==> config.mk <==
export PLATFORM = sky130hd
export DESIGN_NAME = srt_divider
export DESIGN_NICKNAME = d
export VERILOG_FILES = /design/src/rtl/srt_pkg.sv /design/src/rtl/srt_lzc.sv /design/src/rtl/srt_step.sv /design/src/rtl/srt_datapath.sv /design/src/rtl/srt_control.sv /design/src/rtl/srt_divider.sv
export SDC_FILE = /design/constraint.sdc
export NUM_CORES = 1
export LEC_CHECK = 0
export ABC_AREA = 0
export BUFFER_PORTS_ARGS = -buffer_cell sky130_fd_sc_hd__clkbuf_2
export CAP_MARGIN = 20
export CORE_MARGIN = 1.5
export CORE_UTILIZATION = 55
export DETAILED_ROUTE_END_ITERATION = 8
export GPL_TIMING_DRIVEN = 0
export PLACE_DENSITY_LB_ADDON = 0.12
export RECOVER_POWER = 100
export SYNTH_ARGS = -nofsm -noshare
export SYNTH_HDL_FRONTEND = slang
export SYNTH_SLANG_ARGS = --single-unit
==> constraint.sdc <==
create_clock -name clk -period 2.69 [get_ports clk]
set_input_delay 0.1345 -clock clk [delete_from_list [all_inputs] [get_ports clk]]
set_output_delay 0.1345 -clock clk [all_outputs]
set_load 0.02 [all_outputs]
==> src/rtl/srt_pkg.sv <==
package srt_pkg;

  typedef struct packed {
    logic load;     // capture normalized operands
    logic step;     // run STEPS SRT iterations
    logic finish;   // convert, correct, denormalize, register results
    logic zeroFin;  // register the divide-by-zero result
  } srtCtrl_t;

  typedef enum logic [1:0] {
    ST_IDLE = 2'd0,
    ST_RUN  = 2'd1,
    ST_FIN  = 2'd2
  } srtState_t;

endpackage

==> src/rtl/srt_lzc.sv <==
module srt_lzc #(
  parameter int WIDTH = 8,
  localparam int KW = (WIDTH > 1) ? $clog2(WIDTH) : 1
) (
  input  logic [WIDTH-1:0] value,
  output logic [KW-1:0]    zeros
);

  // The highest set bit wins because it is visited last.
  always_comb begin
    zeros = '0;
    for (int i = 0; i < WIDTH; i++) begin
      if (value[i]) zeros = KW'(WIDTH - 1 - i);
    end
  end

endmodule

==> src/rtl/srt_step.sv <==
module srt_step #(
  parameter int WIDTH = 8,
  localparam int PW = 2 * WIDTH + 1
) (
  input  logic [PW-1:0]    pIn,
  input  logic [WIDTH-1:0] negIn,
  input  logic [WIDTH-1:0] normDiv,
  output logic [PW-1:0]    pOut,
  output logic [WIDTH-1:0] negOut
);

  logic [2:0]    top3;
  logic [PW-1:0] shifted;
  logic [PW-1:0] divAligned;

  assign top3       = pIn[PW-1:PW-3];
  assign shifted    = {pIn[PW-2:0], 1'b0};
  assign divAligned = {1'b0, normDiv, {WIDTH{1'b0}}};

  always_comb begin
    unique case (top3)
      3'b000, 3'b111: begin
        pOut   = shifted;
        negOut = {negIn[WIDTH-2:0], 1'b0};
      end
      3'b100, 3'b101, 3'b110: begin
        pOut   = shifted + divAligned;
        negOut = {negIn[WIDTH-2:0], 1'b1};
      end
      default: begin
        // Positive digit goes into the freshly vacated LSB.
        pOut   = (shifted | PW'(1)) - divAligned;
        negOut = {negIn[WIDTH-2:0], 1'b0};
      end
    endcase
  end

endmodule

==> src/rtl/srt_datapath.sv <==
module srt_datapath
  import srt_pkg::*;
#(
  parameter int WIDTH = 8,
  parameter int STEPS = 1,
  localparam int PW = 2 * WIDTH + 1,
  localparam int KW = (WIDTH > 1) ? $clog2(WIDTH) : 1
) (
  input  logic             clk,
  input  logic             rstN,
  input  srtCtrl_t         ctrl,
  input  logic [WIDTH-1:0] dividend,
  input  logic [WIDTH-1:0] divisor,
  output logic [WIDTH-1:0] quotQ,
  output logic [WIDTH-1:0] remQ,
  output logic             zeroQ
);

  logic [PW-1:0]    pRem;
  logic [WIDTH-1:0] negDig;
  logic [WIDTH-1:0] normDiv;
  logic [KW-1:0]    shiftK;
  logic [KW-1:0]    lzCount;

  srt_lzc #(.WIDTH(WIDTH)) uLzc (
    .value (divisor),
    .zeros (lzCount)
  );

  // Chain of STEPS combinational SRT stages.
  logic [PW-1:0]    stageP   [0:STEPS];
  logic [WIDTH-1:0] stageNeg [0:STEPS];

  assign stageP[0]   = pRem;
  assign stageNeg[0] = negDig;

  for (genvar s = 0; s < STEPS; s++) begin : gStage
    srt_step #(.WIDTH(WIDTH)) uStep (
      .pIn     (stageP[s]),
      .negIn   (stageNeg[s]),
      .normDiv (normDiv),
      .pOut    (stageP[s+1]),
      .negOut  (stageNeg[s+1])
    );
  end

  // Final conversion and correction.
  logic [WIDTH-1:0] posDig;
  logic [WIDTH:0]   rawRem;
  logic [WIDTH:0]   corrRem;
  logic [WIDTH-1:0] corrQuot;
  logic [WIDTH-1:0] remOut;

  assign posDig = pRem[WIDTH-1:0];
  assign rawRem = pRem[PW-1:WIDTH];

  always_comb begin
    if (pRem[PW-1]) begin
      corrRem  = rawRem + {1'b0, normDiv};
      corrQuot = posDig - negDig - WIDTH'(1);
    end else begin
      corrRem  = rawRem;
      corrQuot = posDig - negDig;
    end
    remOut = corrRem[WIDTH-1:0] >> shiftK;
  end

  always_ff @(posedge clk or negedge rstN) begin
    if (!rstN) begin
      pRem    <= '0;
      negDig  <= '0;
      normDiv <= '0;
      shiftK  <= '0;
    end else if (ctrl.load) begin
      pRem    <= {{(WIDTH+1){1'b0}}, dividend} << lzCount;
      negDig  <= '0;
      normDiv <= divisor << lzCount;
      shiftK  <= lzCount;
    end else if (ctrl.step) begin
      pRem    <= stageP[STEPS];
      negDig  <= stageNeg[STEPS];
    end
  end

  always_ff @(posedge clk or negedge rstN) begin
    if (!rstN) begin
      quotQ <= '0;
      remQ  <= '0;
      zeroQ <= 1'b0;
    end else if (ctrl.zeroFin) begin
      quotQ <= '1;
      remQ  <= dividend;
      zeroQ <= 1'b1;
    end else if (ctrl.finish) begin
      quotQ <= corrQuot;
      remQ  <= remOut;
      zeroQ <= 1'b0;
    end
  end

  // normalization leaves the divisor MSB set.
  a_r7_normalized: assert property (@(posedge clk) disable iff (!rstN)
    ctrl.load |=> normDiv[WIDTH-1]);

  // corrected remainder is nonnegative and below the normalized divisor.
  a_r2_rem_bound: assert property (@(posedge clk) disable iff (!rstN)
    ctrl.finish |-> (!corrRem[WIDTH] && (corrRem < {1'b0, normDiv})));

  // zero divisor result.
  a_r5_zero_result: assert property (@(posedge clk) disable iff (!rstN)
    ctrl.zeroFin |=> (zeroQ && (&quotQ)));

  // results hold unless a result strobe fired.
  a_r6_hold: assert property (@(posedge clk) disable iff (!rstN)
    !(ctrl.finish || ctrl.zeroFin) |=> ($stable(quotQ) && $stable(remQ) && $stable(zeroQ)));

endmodule

==> src/rtl/srt_control.sv <==
module srt_control
  import srt_pkg::*;
#(
  parameter int WIDTH = 8,
  parameter int STEPS = 1,
  localparam int ITER = WIDTH / STEPS,
  localparam int CW = $clog2(ITER + 1)
) (
  input  logic     clk,
  input  logic     rstN,
  input  logic     start,
  input  logic     divisorZero,
  output srtCtrl_t ctrl,
  output logic     busy,
  output logic     done
);

  srtState_t state;
  logic [CW-1:0] count;

  always_comb begin
    ctrl = '0;
    unique case (state)
      ST_IDLE: begin
        ctrl.load    = start && !divisorZero;
        ctrl.zeroFin = start && divisorZero;
      end
      ST_RUN:  ctrl.step   = 1'b1;
      ST_FIN:  ctrl.finish = 1'b1;
      default: ctrl = '0;
    endcase
  end

  always_ff @(posedge clk or negedge rstN) begin
    if (!rstN) begin
      state <= ST_IDLE;
      count <= '0;
      done  <= 1'b0;
    end else begin
      done <= ctrl.finish || ctrl.zeroFin;
      unique case (state)
        ST_IDLE: begin
          count <= '0;
          if (ctrl.load) state <= ST_RUN;
        end
        ST_RUN: begin
          count <= count + CW'(1);
          if (count == CW'(ITER - 1)) state <= ST_FIN;
        end
        ST_FIN:  state <= ST_IDLE;
        default: state <= ST_IDLE;
      endcase
    end
  end

  assign busy = (state != ST_IDLE);

  // done never coincides with busy.
  a_r4_busy_no_done: assert property (@(posedge clk) disable iff (!rstN)
    busy |-> !done);

  // a new operand load only happens from idle.
  a_r4_load_idle: assert property (@(posedge clk) disable iff (!rstN)
    ctrl.load |-> (state == ST_IDLE));

  // iteration counter stays inside the step budget.
  a_r3_count_range: assert property (@(posedge clk) disable iff (!rstN)
    (state == ST_RUN) |-> (count < CW'(ITER)));

  // finishing always follows the last step.
  a_r3_fin_after_run: assert property (@(posedge clk) disable iff (!rstN)
    (state == ST_FIN) |-> ($past(state) == ST_RUN));

  // done is followed by a non-busy cycle of its own pulse.
  a_r3_done_then_idle: assert property (@(posedge clk) disable iff (!rstN)
    (state == ST_FIN) |=> (done && !busy));

endmodule

==> src/rtl/srt_divider.sv <==
module srt_divider
  import srt_pkg::*;
#(
  parameter int DATA_W = 8,
  parameter int STEPS  = 1
) (
  input  logic              clk,
  input  logic              rstN,
  input  logic              start,
  input  logic [DATA_W-1:0] dividend,
  input  logic [DATA_W-1:0] divisor,
  output logic              busy,
  output logic              done,
  output logic [DATA_W-1:0] quotient,
  output logic [DATA_W-1:0] remainder,
  output logic              divByZero
);

  srtCtrl_t ctrl;

  srt_control #(.WIDTH(DATA_W), .STEPS(STEPS)) uCtrl (
    .clk         (clk),
    .rstN        (rstN),
    .start       (start),
    .divisorZero (divisor == '0),
    .ctrl        (ctrl),
    .busy        (busy),
    .done        (done)
  );

  srt_datapath #(.WIDTH(DATA_W), .STEPS(STEPS)) uDp (
    .clk      (clk),
    .rstN     (rstN),
    .ctrl     (ctrl),
    .dividend (dividend),
    .divisor  (divisor),
    .quotQ    (quotient),
    .remQ     (remainder),
    .zeroQ    (divByZero)
  );

endmodule

# Yosys cells after proc, flatten, opt, wreduce, memory -nomap -nowiden
# Cells that the tools add are included.
# word_totals
elab_cells	72
output_inout_bits	19
ff_bits	60
inputBits	19
# classes
shift	3
eq_ne	9
n_mux	30
addsub	6
reduce_logical	14
# ops
operator	n
$mux W8	8
$mux W17	2
$pmux W17 S2	1
$mux W3	8
$add A17 B16 Y17	1
$shl A8 B3 Y17	1
$sub A17 B16 Y17	1
$eq A3 B3 Y1 const B	4
$add A8 B8 Y8	1
$logic_not A8 Y1	1
$pmux W4 S2	1
$reduce_bool A2 Y1	4
$shl A8 B3 Y8	1
$shr A8 B3 Y8	1
$sub A8 B1 Y8 const B	1
$sub A8 B8 Y8	1
$mux W1	7
$add A4 B1 Y4 const B	1
$eq A4 B3 Y1 const B	1
$mux W2	2
$pmux W2 S2	1
$logic_not A3 Y1	1
$reduce_or A3 Y1	1
$eq A2 B1 Y1 const B	1
9 further kinds	10

# Logic depth before layout (Yosys ltp)
# Gate-level depths: netlist of run 1.
# logic_depth
depth_word	10
ltp_mapped	13
mapped_depth_nobuf	13

# By module
# From an unflattened synthesis of run 1, not the netlist that was laid out.
# unflattened
cells_unflattened	568
hier_area_um2	4976.0
# modules_own_cells
mod	seq_area_each_um2	area_each_um2	n_inst	cells_each
srt_datapath	1326.3	3701.0	1	403
srt_step	0.0	817.0	1	112
srt_control	175.2	355.3	1	38
srt_lzc	0.0	83.8	1	12
srt_divider	0.0	18.8	1	3

# Worst setup path before layout of run 1
# OpenSTA, ideal clock, no wires.
# synth_timing
path_type	reg-to-reg
start	register uDp.pRem[15]
end	register uDp.pRem[14]
path_buffers	1
required_ps	2603
stages_incl_launch_ff	13
setup_slack_ps	-119
setup_time_ps	87
period_less_slack_ps	2809
arrival_time_ps	2723
cell_sequence	dfrtp_1 > clkbuf_1 > a21oi_1 > mux2_2 > inv_1 > fa_1 > nor2b_1 > o21ai_0 > a21boi_0 > o21a_1 > nor3_1 > o31a_1 > o211ai_1
# synth_via
elab_chain_len	5
elab_cells_between_ends	10
cone_classes	eq/ne: 4; mux: 3; reduce/logical: 3
# synth_rtl
element	line_no	source
from (decl)	srt_datapath.sv:19	logic [PW-1:0] pRem;
from (signal assigned)	srt_datapath.sv:75	pRem <= {{(WIDTH+1){1'b0}}, dividend} << lzCount;
from (signal assigned)	srt_datapath.sv:80	pRem <= stageP[STEPS];
$eq A3 B3 Y1 or $logic_not A3 Y1 (tied branches)	srt_step.sv:21	unique case (top3)
$reduce_or A3 Y1 or $reduce_or A2 Y1 (tied branches)	srt_step.sv:21	
$pmux W17 S2 (*)	srt_step.sv:21	
$mux W17 (*)	srt_datapath.sv:79	end else if (ctrl.step) begin
$mux W17 (*)	srt_datapath.sv:74	end else if (ctrl.load) begin
# Every way passes the cells marked *; elsewhere a longest branch is shown, timed or not. The select of a mux whose other input is x is not followed.
# A chain may end at the register's enable or synchronous reset.

# Worst setup path in the final report of run 1
# layout_timing
start	register uDp.pRem[14]
end	register uDp.pRem[14]
# Same word-level chain as after synthesis.

==> results.ini, run 1 <==
[route]
dr_wl_met3_um = 1120
wl_met2_um = 6130
wl_per_cell_um = 18.3
wl_um = 13900
drc_errors = 0
routed_via_density = 6.37
wl_met1_um = 6250
dr.pass1.iters = 5
vias = 4860
drt_iter0_drc = 385
top_layer = met4
drtAntennaViolNets = 0

[timing]
slew_headroom_pct = -5.35
period_share_pct = 99.1
hold_viol = 0
worstMarginPinSlew_ns = 1.58
timing.final.max_slew_violations = 61
fin_skew_ns = 0.00967
period_minus_slack_ns = 2.66
fmax_mhz = 375
setup_viol = 0
rsz0062_at_grt = yes
setup_tns_ns = 0

[logic_synthesis]
netlist_area_mm2 = 0.00488
synth_compound_area_share_pct = 23.7
syn_avg_cell_area_um2 = 8.25
ys_top_cells_by_count = nor2_1 (63), dfrtp_1 (60), nand2_1 (57), a21oi_1 (49), o21ai_0 (38)
synth_area_leader_cell = dfrtp_1
synth_nets = 639
yosysSeqAreaShare_pct = 30.8
synthTopCellsByArea = dfrtp_1 (31%), ha_1 (6.7%), a21oi_1 (5.0%), nor2_1 (4.8%), mux2i_1 (4.5%)
yosysWarningCount = 0
yosysTopAreaCellShare_pct = 30.8
synth_ff_type = dfrtp_1
synthXorXnorAreaFrac_pct = 3.77
synth_top_family_by_area = compound AO/OA/AOI/OAI gates
synth_edf_count = 0
synthSimpleGateAreaFrac_pct = 22.0
synthMuxAreaShare_pct = 6.36
synth-async-reset-ratio_pct = 100
ys_types = 72
synth.ff_latch_count = 60
synth_fa_ha_area_share_pct = 7.90
synth_most_common_cell = nor2_1
synthCells = 591

[die]
core_mm2 = 0.00864
fp.dieArea_mm2 = 0.00944
dieWidth_um = 97.2
std_cell_rows = 34
die_h_um = 97.2
ios = 38
floorplan.initialDensity_pct = 56.5

[layout]
final_core_util_pct = 65.5
multi_input_area_mm2 = 0.00323
fill_cells = 772
ff_latch_area_mm2 = 0.00151
nets = 699
drive_above_1_share_pct = 16.2
syn_to_final_growth_pct = 15.9
diodes = 0
finalNonFillerCells = 763

[worst_setup_path]
crit_top_cell = o21a_1
crit_slowest_cell = dfrtp_1
worstPathRequired_ns = 2.95
crit_fanout = 4
path_buf_inv = 2
cp_top_family = compound AO/OA/AOI/OAI gates
crit_chain = buf_6 > a21oi_4 > nor2_2 > xor2_1 > buf_4 > ha_4 > nor2b_2 > o21ai_2 > a21boi_2 > o21a_1 > o21a_1 > o31a_1 > o211ai_1
slowest_delay_ns = 0.42
end_kind = register
crit_arrival_ns = 2.92
crit_type = reg2reg
start_kind = register

[clocking]
path_clk_slew_ns = 0.07
clock-sinks = 60
cts_root_buf = clkbuf_8
htreeDepth = 3
cts_tree = built
clk_latency_ns = 0.34
clockBufferDepth = 2
cts_buffers = 9

[place]
place_hpwl_um = 10300
port_buffers = 33
gp_congestion = 0.885
dp_cells = 732

[pwr]
p_per_area_mw_per_mm2 = 1560
leakage_uw = 0.00246
ir_drop_mv = 0.562

[grt]
first_global_vias = 4442
grt-ovfl-total = 0
gr-usage-all-layers_pct = 29.3
grt_max_degree = 61
antenna_found_initial = 0
grt_pass1_wl_um = 22200

[hold_path]
hold_class = in2reg

[flow_run]
max_cap_viol_count = 1

[run_status]
violations = capacitance limit, slew limit
run_status = finished with violations

-- state kept, by name (all words and copies together), names as in the netlist --
register,cells
uDp.shiftK,3
uDp.remQ,8
uDp.quotQ,8
uDp.pRem,17
uCtrl.count,4
uDp.negDig,8
uDp.zeroQ,1
uCtrl.state,2
uCtrl.done,1
uDp.normDiv,8
-- per-layer routing --
layer	vias up	GRT usage (%)
met3	40	4.39
met2	223	45.2
met5	-	0
li1	2271	-
met4	0	9.92
met1	2326	42.1
-- where the power goes --
part	internal, µW	switching (µW)
Combinational	2620	3490
Clock	566	372
Sequential	1330	456
-- metrics by stage --
stage	hold slack [ns]	setup WS [ns]	total power, µW	cell area [µm²]
final	0.127	0.0252	8840	5650
after global routing	0.139	-0.0749	9560	5650
after CTS	0.112	0.00979	8230	5480
after detailed placement	0.316	-0.485	7100	5180
after global placement	0.458	-0.472	6910	5180
after floorplan	-0.161	0.0188	5820	4880
-- cell usage in the layout (no fill, tap or decap), types with 12 or more instances in the layout --
cell / n
a21oi_1: 46
nand2b_1: 13
buf_4: 18
clkbuf_1: 36
nor2_1: 61
nand2_1: 57
nor3_1: 18
nand3_1: 13
xor2_1: 12
clkbuf_2: 14
inv_1: 28
dfrtp_1: 55
mux2i_1: 22
o21ai_0: 36
ha_1: 22
-- what timing repair did --
action | CTS | global route
hold buffers | 1 | 0
gates resized for setup | 14 | 28
setup buffers | 2 | 14
endpoints found under the setup margin | 6 | 8
pin swaps | 1 | 9
endpoints found under the hold margin | 60 | 0
-- path summary, 6_finish.rpt --
| kind | from | to | slack (ns) | cells after the start |
|---|---|---|---|---|
| max | uDp.pRem[14] | uDp.pRem[14] | 0.03 | 13 |
| min | dividend[0] | uDp.remQ[0] | 0.13 | 3 |
| max reg2reg | uDp.pRem[14] | uDp.pRem[14] | 0.03 | 13 |
| min reg2reg | uDp.negDig[7] | uDp.negDig[7] | 0.51 | 2 |
| max in group asynchronous | rstN | uDp.pRem[15] | 0.92 | 2 |
| min in group asynchronous | rstN | uDp.pRem[9] | 0.72 | 2 |
-- final cells by class --
cell class | instances | share of cell area, %
timing repair buffer | 50 | 4.87
inverter | 31 | 2.12
sequential | 60 | 26.7
buffer | 30 | 2.83
tap | 108 | 2.39
clock inverter | 4 | 1.28
clock buffer | 11 | 2.68
multi-input combinational | 469 | 57.2
-- kinds of logic after synthesis --
family,count (synthesis)
AND/OR/NAND/NOR,215
AO/OA/AOI/OAI,176
buffers and inverters,62
flip-flops,60
adder cells (fa/ha/maj),29
multiplexers,28
XOR/XNOR,21
-- worst register-to-register path, stage by stage (launching register included) --
cell and delay [ns]:
dfrtp_1 0.42, buf_6 0.14, a21oi_4 0.23, nor2_2 0.06
xor2_1 0.19, buf_4 0.15, ha_4 0.19, nor2b_2 0.15
o21ai_2 0.19, a21boi_2 0.11, o21a_1 0.21, o21a_1 0.16
o31a_1 0.24, o211ai_1 0.15
(Power assumes the default switching activity.)
==> run 2, diff against run 1 <==
- BUFFER_PORTS_ARGS: -buffer_cell sky130_fd_sc_hd__clkbuf_2 -> -buffer_cell sky130_fd_sc_hd__buf_2
- CAP_MARGIN: 20 -> 5
==> run 2 against run 1 <==
Net effect:
- largest cell class unchanged
- die area stayed put
- power is 0.78% lower
- the flow still finishes with violations (capacitance limit, slew limit)
- clock power is 2.5% higher
- routed wire length is 1.5% lower
- flip-flop and latch count stayed put
- sequential power hardly changed
- largest power group unchanged
- maximum frequency is 0.34% higher
- first-iteration DRC count is 13% lower
- count of clock-buffer cells in the layout is 1 higher
- clock skew is 0.0040 ns higher
==> results.ini, run 2 (same netlist as run 1, synthesis figures left out) <==
[layout]
largest-register = uDp.pRem
final_area_mm2 = 0.00563  ; -0.38%
final_common_cell = nor2_1
final_cell_mix = nor2_1 (61), nand2_1 (57), dfrtp_1 (56), a21oi_1 (45), clkbuf_1 (38)
syn_to_final_growth_pct = 15.5
drive_above_1_share_pct = 14.8  ; -1.4 points
nets = 698  ; -0.14%
diodes = 0  ; unchanged
largest_reg_flops = 17  ; unchanged

[worst_setup_path]
crit_arrival_ns = 2.86  ; -0.06 ns
worstPathRequired_ns = 2.89  ; -0.06 ns
r2r-end = uDp.pRem[16]
rr_startpoint = uDp.pRem[14]
crit_type = reg2reg
worstRegToRegCells = 13  ; unchanged
crit_fanout = 5  ; +1
start_kind = register
regToRegSetupSlack_ns = 0.03  ; about the same
end_kind = register

[place]
gp_congestion = 0.908  ; +2.6%
dpl_cell_area_mm2 = 0.00520  ; +0.34%
port_buffers = 33  ; unchanged
place_hpwl_um = 10100  ; -1.3%
dp_slack_ns = -0.509  ; -0.0240 ns

[route]
routed_via_density = 6.23  ; -2.2%
wl_um = 13700  ; -1.5%
dr.pass1.iters = 5  ; unchanged
drt_iter0_drc = 336  ; -13%
vias = 4748  ; -2.3%
wl_per_cell_um = 18.0  ; -1.3%
drc_errors = 0  ; unchanged
drtAntennaViolNets = 0  ; unchanged

[grt]
first_global_vias = 4374  ; -1.5%
antenna_found_initial = 0  ; unchanged
grt_pass1_wl_um = 21900  ; -1.3%
grt_max_degree = 35  ; -43%
gr-usage-all-layers_pct = 28.9  ; -0.41 points
grt-ovfl-total = 0  ; unchanged

[clocking]
clk_latency_ns = 0.34  ; about the same
cts_root_buf = clkbuf_8
cts_tree = built
clock-sinks = 60  ; unchanged
cts_buffers = 9  ; unchanged
clockBufferDepth = 2  ; unchanged
path_clk_slew_ns = 0.08  ; about the same
htreeDepth = 3  ; unchanged

[die]
core_mm2 = 0.00864  ; unchanged
floorplan.initialDensity_pct = 56.5  ; unchanged
ios = 38  ; unchanged
fp.dieArea_mm2 = 0.00944  ; unchanged
dieWidth_um = 97.2  ; unchanged
die_h_um = 97.2  ; unchanged
std_cell_rows = 34  ; unchanged

[hold_path]
worstHoldStart = dividend[0]
min_to = uDp.remQ[0]
hold_class = in2reg
holdPathStages = 3  ; unchanged

[pwr]
seqPwrFrac_pct = 20.2  ; about the same
switching_share_pct = 48.6  ; -0.33 points
clockPowerShare_pct = 10.9  ; +0.3 points
p_int_uw = 4510  ; -0.14%
p_per_area_mw_per_mm2 = 1560  ; -0.40%
ir_drop_mv = 0.595  ; +6.0%
leakage_uw = 0.00245  ; -0.33%
combPwrFrac_pct = 68.8  ; -0.4 points
switching_power_uw = 4260  ; -1.4%

[timing]
worst_slack_ns = 0.0342  ; +0.00892 ns
hold_viol = 0  ; unchanged
period_minus_slack_ns = 2.66  ; -0.00892 ns
worstMarginPinSlew_ns = 2.00  ; +0.419 ns
setup_viol = 0  ; unchanged
rsz0062_at_grt = yes
timing.final.max_slew_violations = 34  ; -44%
setup_tns_ns = 0  ; unchanged
fin_skew_ns = 0.0137  ; +0.00403 ns
period_share_pct = 98.7  ; -0.33 points
slew_headroom_pct = -33.3  ; -28 points
fmax_mhz = 377  ; +0.34%
hold-worst-slack_ns = 0.119  ; -0.00835 ns

[run_status]
run_status = finished with violations
violations = capacitance limit, slew limit

[flow_run]
max_cap_viol_count = 1  ; unchanged

==> run 2: metrics by stage <==
step / utilization, % / cells / power, µW
6_report: 65.2 / 762 / 8770
5_1_grt: 65.2 / 762 / 9500
4_1_cts: 63.7 / 750 / 8210
3_5_place_dp: 60.2 / 733 / 7070
3_3_place_gp: 60.0 / 732 / 6910
2_1_floorplan: - / 591 / 5820
==> run 2: what timing repair did <==
action / in CTS / in global routing
endpoints found under the hold margin: 33 / 0
hold buffers: 1 / 0
setup buffers: 2 / 12
gates resized for setup: 14 / 23
endpoints found under the setup margin: 6 / 9
gates cloned: 0 / 0
pin swaps: 3 / 10
==> run 2: layer usage <==
layer  share of wire [%]  track usage, %  up-vias  routed length (µm)
met2                  45            44.4      193                6220
met5                   0               0        -                   0
met3                 7.5            3.67       24                1030
met1                  45            41.9     2257                6200
met4                 2.1            10.3        0                 282
li1                    -               -     2274                   -
==> run 2: layout make-up <==
type	instances	area (µm²)
well taps	108	135
multi-input cells	469	3200
fillers	748	3000
flip-flops and latches	60	1510
clock buffers	12	165
plain buffers	30	160
inverters	31	119
repair buffers	49	279
clock inverters	3	68.8
==> run 2: critical path, stage by stage, from the launching register on <==
cell	delay, ns
dfrtp_1	0.42
buf_8	0.14
a21oi_4	0.22
buf_6	0.15
a21oi_2	0.03
xor2_1	0.14
ha_1	0.34
o21a_1	0.19
nor2_2	0.13
nor2b_1	0.07
o22ai_2	0.26
a21oi_2	0.09
o221ai_1	0.22
o31ai_1	0.10
==> run 2: power groups by stage <==
stage | Clock, µW | Sequential [µW] | Combinational (µW)
global placement | 0 | 1730 | 5180
global route | 1020 | 1820 | 6660
finish | 960 | 1770 | 6030
CTS | 964 | 1750 | 5500
floorplan | 0 | 1750 | 4070
detailed placement | 0 | 1740 | 5330
==> run 2: worst max-delay path by stage <==
stage	endpoint	cells after the start	slack (ns)	from
after CTS	uDp.pRem[14]	12	0.01	uDp.normDiv[1]
after global routing	uDp.pRem[16]	13	-0.06	uDp.pRem[14]
after detailed placement	uDp.pRem[16]	12	-0.51	uDp.pRem[14]
after floorplan	uDp.pRem[14]	12	0.02	uDp.pRem[15]
after global placement	uDp.pRem[16]	12	-0.47	uDp.pRem[14]
final	uDp.pRem[16]	13	0.03	uDp.pRem[14]
==> run 3, diff against run 2 <==
- CORE_MARGIN: 1.5 -> not set
==> run 3 against run 2 <==
Net effect:
- the run still ends with capacitance limit, slew limit left
- power shrank 0.39%
- sequential share of layout area is 0.19 points higher
- combinational power about the same
- flip-flop and latch count stayed put
- final cell count shrank 0.66%
- global-route usage up 3.3 points
- count of clock-buffer cells in the layout decreased by 3
- core utilization grew 1.4 points
- clock skew is 0.0045 ns higher
- critical path depth is the same
- highest routed layer unchanged
==> results.ini, run 3 (same netlist as run 1, synthesis figures left out) <==
[timing]
period_share_pct = 99.4  ; +0.65 points
fmax_mhz = 374  ; -0.66%
period_minus_slack_ns = 2.67  ; +0.0175 ns
worstMarginPinSlew_ns = 1.88  ; -0.115 ns
setup_viol = 0  ; unchanged
rsz0062_at_grt = yes
timing.final.max_slew_violations = 34  ; unchanged
hold_viol = 0  ; unchanged
hold-worst-slack_ns = 0.104  ; -0.0147 ns
slew_headroom_pct = -25.6  ; +7.7 points
fin_skew_ns = 0.0182  ; +0.00452 ns

[pwr]
leakage_uw = 0.00242  ; -1.1%
p_per_area_mw_per_mm2 = 1560  ; +0.51%
ir_drop_mv = 0.663  ; +11%

[grt]
antenna_found_initial = 0  ; unchanged
grt_pass1_wl_um = 22400  ; +2.2%
gr-usage-all-layers_pct = 32.2  ; +3.3 points
first_global_vias = 4494  ; +2.7%
grt-ovfl-total = 0  ; unchanged
grt_max_degree = 34  ; -2.9%

[clocking]
htreeDepth = 3  ; unchanged
cts_tree = built
clock-sinks = 60  ; unchanged
clockBufferDepth = 2  ; unchanged
clk_latency_ns = 0.36  ; +0.02 ns
cts_buffers = 9  ; unchanged
cts_root_buf = clkbuf_8
path_clk_slew_ns = 0.08  ; about the same

[die]
ios = 38  ; unchanged
dieWidth_um = 96.2  ; -1.0%
floorplan.initialDensity_pct = 58.2  ; +1.7 points
core_mm2 = 0.00838  ; -2.9%
fp.dieArea_mm2 = 0.00925  ; -2.0%
die_h_um = 96.2  ; -1.0%
std_cell_rows = 33  ; -2.9%

[layout]
multi_input_area_mm2 = 0.00320  ; about the same
diodes = 0  ; unchanged
final_common_cell = nor2_1
final_core_util_pct = 66.6  ; +1.4 points
drive_above_1_share_pct = 14.6  ; -0.26 points
largest-register = uDp.pRem
largest_reg_flops = 17  ; unchanged
nets = 695  ; -0.43%
ff_latch_area_mm2 = 0.00150  ; -0.17%
syn_to_final_growth_pct = 14.5
final_cell_mix = nor2_1 (62), dfrtp_1 (58), nand2_1 (57), a21oi_1 (46), clkbuf_1 (39)
fill_cells = 732  ; -2.1%

[worst_setup_path]
crit_arrival_ns = 2.89  ; +0.03 ns
start_kind = register
end_kind = register
crit_fanout = 5  ; unchanged
worstPathRequired_ns = 2.91  ; +0.02 ns
crit_type = reg2reg

[route]
dr.pass1.iters = 5  ; unchanged
wl_um = 13900  ; +1.6%
drt_iter0_drc = 333  ; -0.89%
wl_per_cell_um = 18.4  ; +2.3%
vias = 4791  ; +0.91%
drc_errors = 0  ; unchanged
drtAntennaViolNets = 0  ; unchanged
routed_via_density = 6.33  ; +1.6%

[run_status]
violations = capacitance limit, slew limit
run_status = finished with violations

[place]
gp_congestion = 0.918  ; +1.1%
port_buffers = 33  ; unchanged
place_hpwl_um = 10300  ; +1.7%

[flow_run]
max_cap_viol_count = 1  ; unchanged

[hold_path]
hold_class = in2reg

## run 3: cell count changes in the layout (fill, tap and decap cells not counted), sizes merged
cell / before / now
buf: 40 / 35
clkbuf: 50 / 49
clkinvlp: 0 / 2
clkinv: 2 / 4
## run 3: worst paths after layout
| kind | from | to | slack [ns] | cells past startpoint |
|---|---|---|---|---|
| worst max-delay path | uDp.pRem[14] | uDp.pRem[16] | 0.02 | 13 |
| worst min-delay path | dividend[0] | uDp.remQ[0] | 0.10 | 3 |
| worst max register to register | uDp.pRem[14] | uDp.pRem[16] | 0.02 | 13 |
| worst min register to register | uDp.zeroQ | uDp.zeroQ | 0.51 | 2 |
| max in group asynchronous | rstN | uDp.negDig[6] | 0.47 | 3 |
| min in group asynchronous | rstN | uDp.quotQ[1] | 0.83 | 2 |
## run 3: per-stage QoR
stage	std cells	instance area, µm²	total power (µW)	TNS [ns]	setup slack, ns
after floorplan	591	4880	5820	0	0.0188
after CTS	749	5490	8270	0	0.00450
after detailed placement	730	5200	7140	-2.11	-0.647
after global placement	729	5180	6920	-1.71	-0.534
final	757	5580	8730	0	0.0166
after global routing	757	5580	9460	-1.90	-0.124
## run 3: final cells by class
type	instances	area share, %
inverters	31	2.15
well taps	105	2.35
clock inverters	7	1.77
clock buffers	9	2.22
flip-flops and latches	60	26.9
plain buffers	30	2.85
multi-input cells	469	57.4
repair buffers	46	4.37
## run 3: power by group
part           internal, µW  switching, µW  total, µW
Clock                   526            426        952
Combinational          2540           3460       6000
Sequential             1320            464       1780
## run 3: per-layer routing
layer	share of wire (%)	vias up	global-route usage, %
met3	8.7	33	5.69
met4	2.6	0	12.8
li1	-	2256	-
met2	44	202	48.8
met5	0	-	0
met1	45	2300	45.3
## run 3: what timing repair did
action	CTS	global route
buffers inserted	3	8
hold buffers	1	0
resized for setup	11	26
hold endpoints to repair	32	0
endpoints found under the setup margin	6	9
pin swaps	2	11
## run 3: critical path, cell delays in order (launching register included)
cell	delay, ns
dfrtp_1	0.43
buf_6	0.15
a21oi_4	0.21
buf_6	0.15
a21oi_2	0.04
xor2_1	0.15
ha_1	0.34
o21a_1	0.19
nor2_2	0.10
nor2b_1	0.06
o22ai_2	0.24
a21oi_1	0.10
o221ai_1	0.25
o31ai_2	0.12
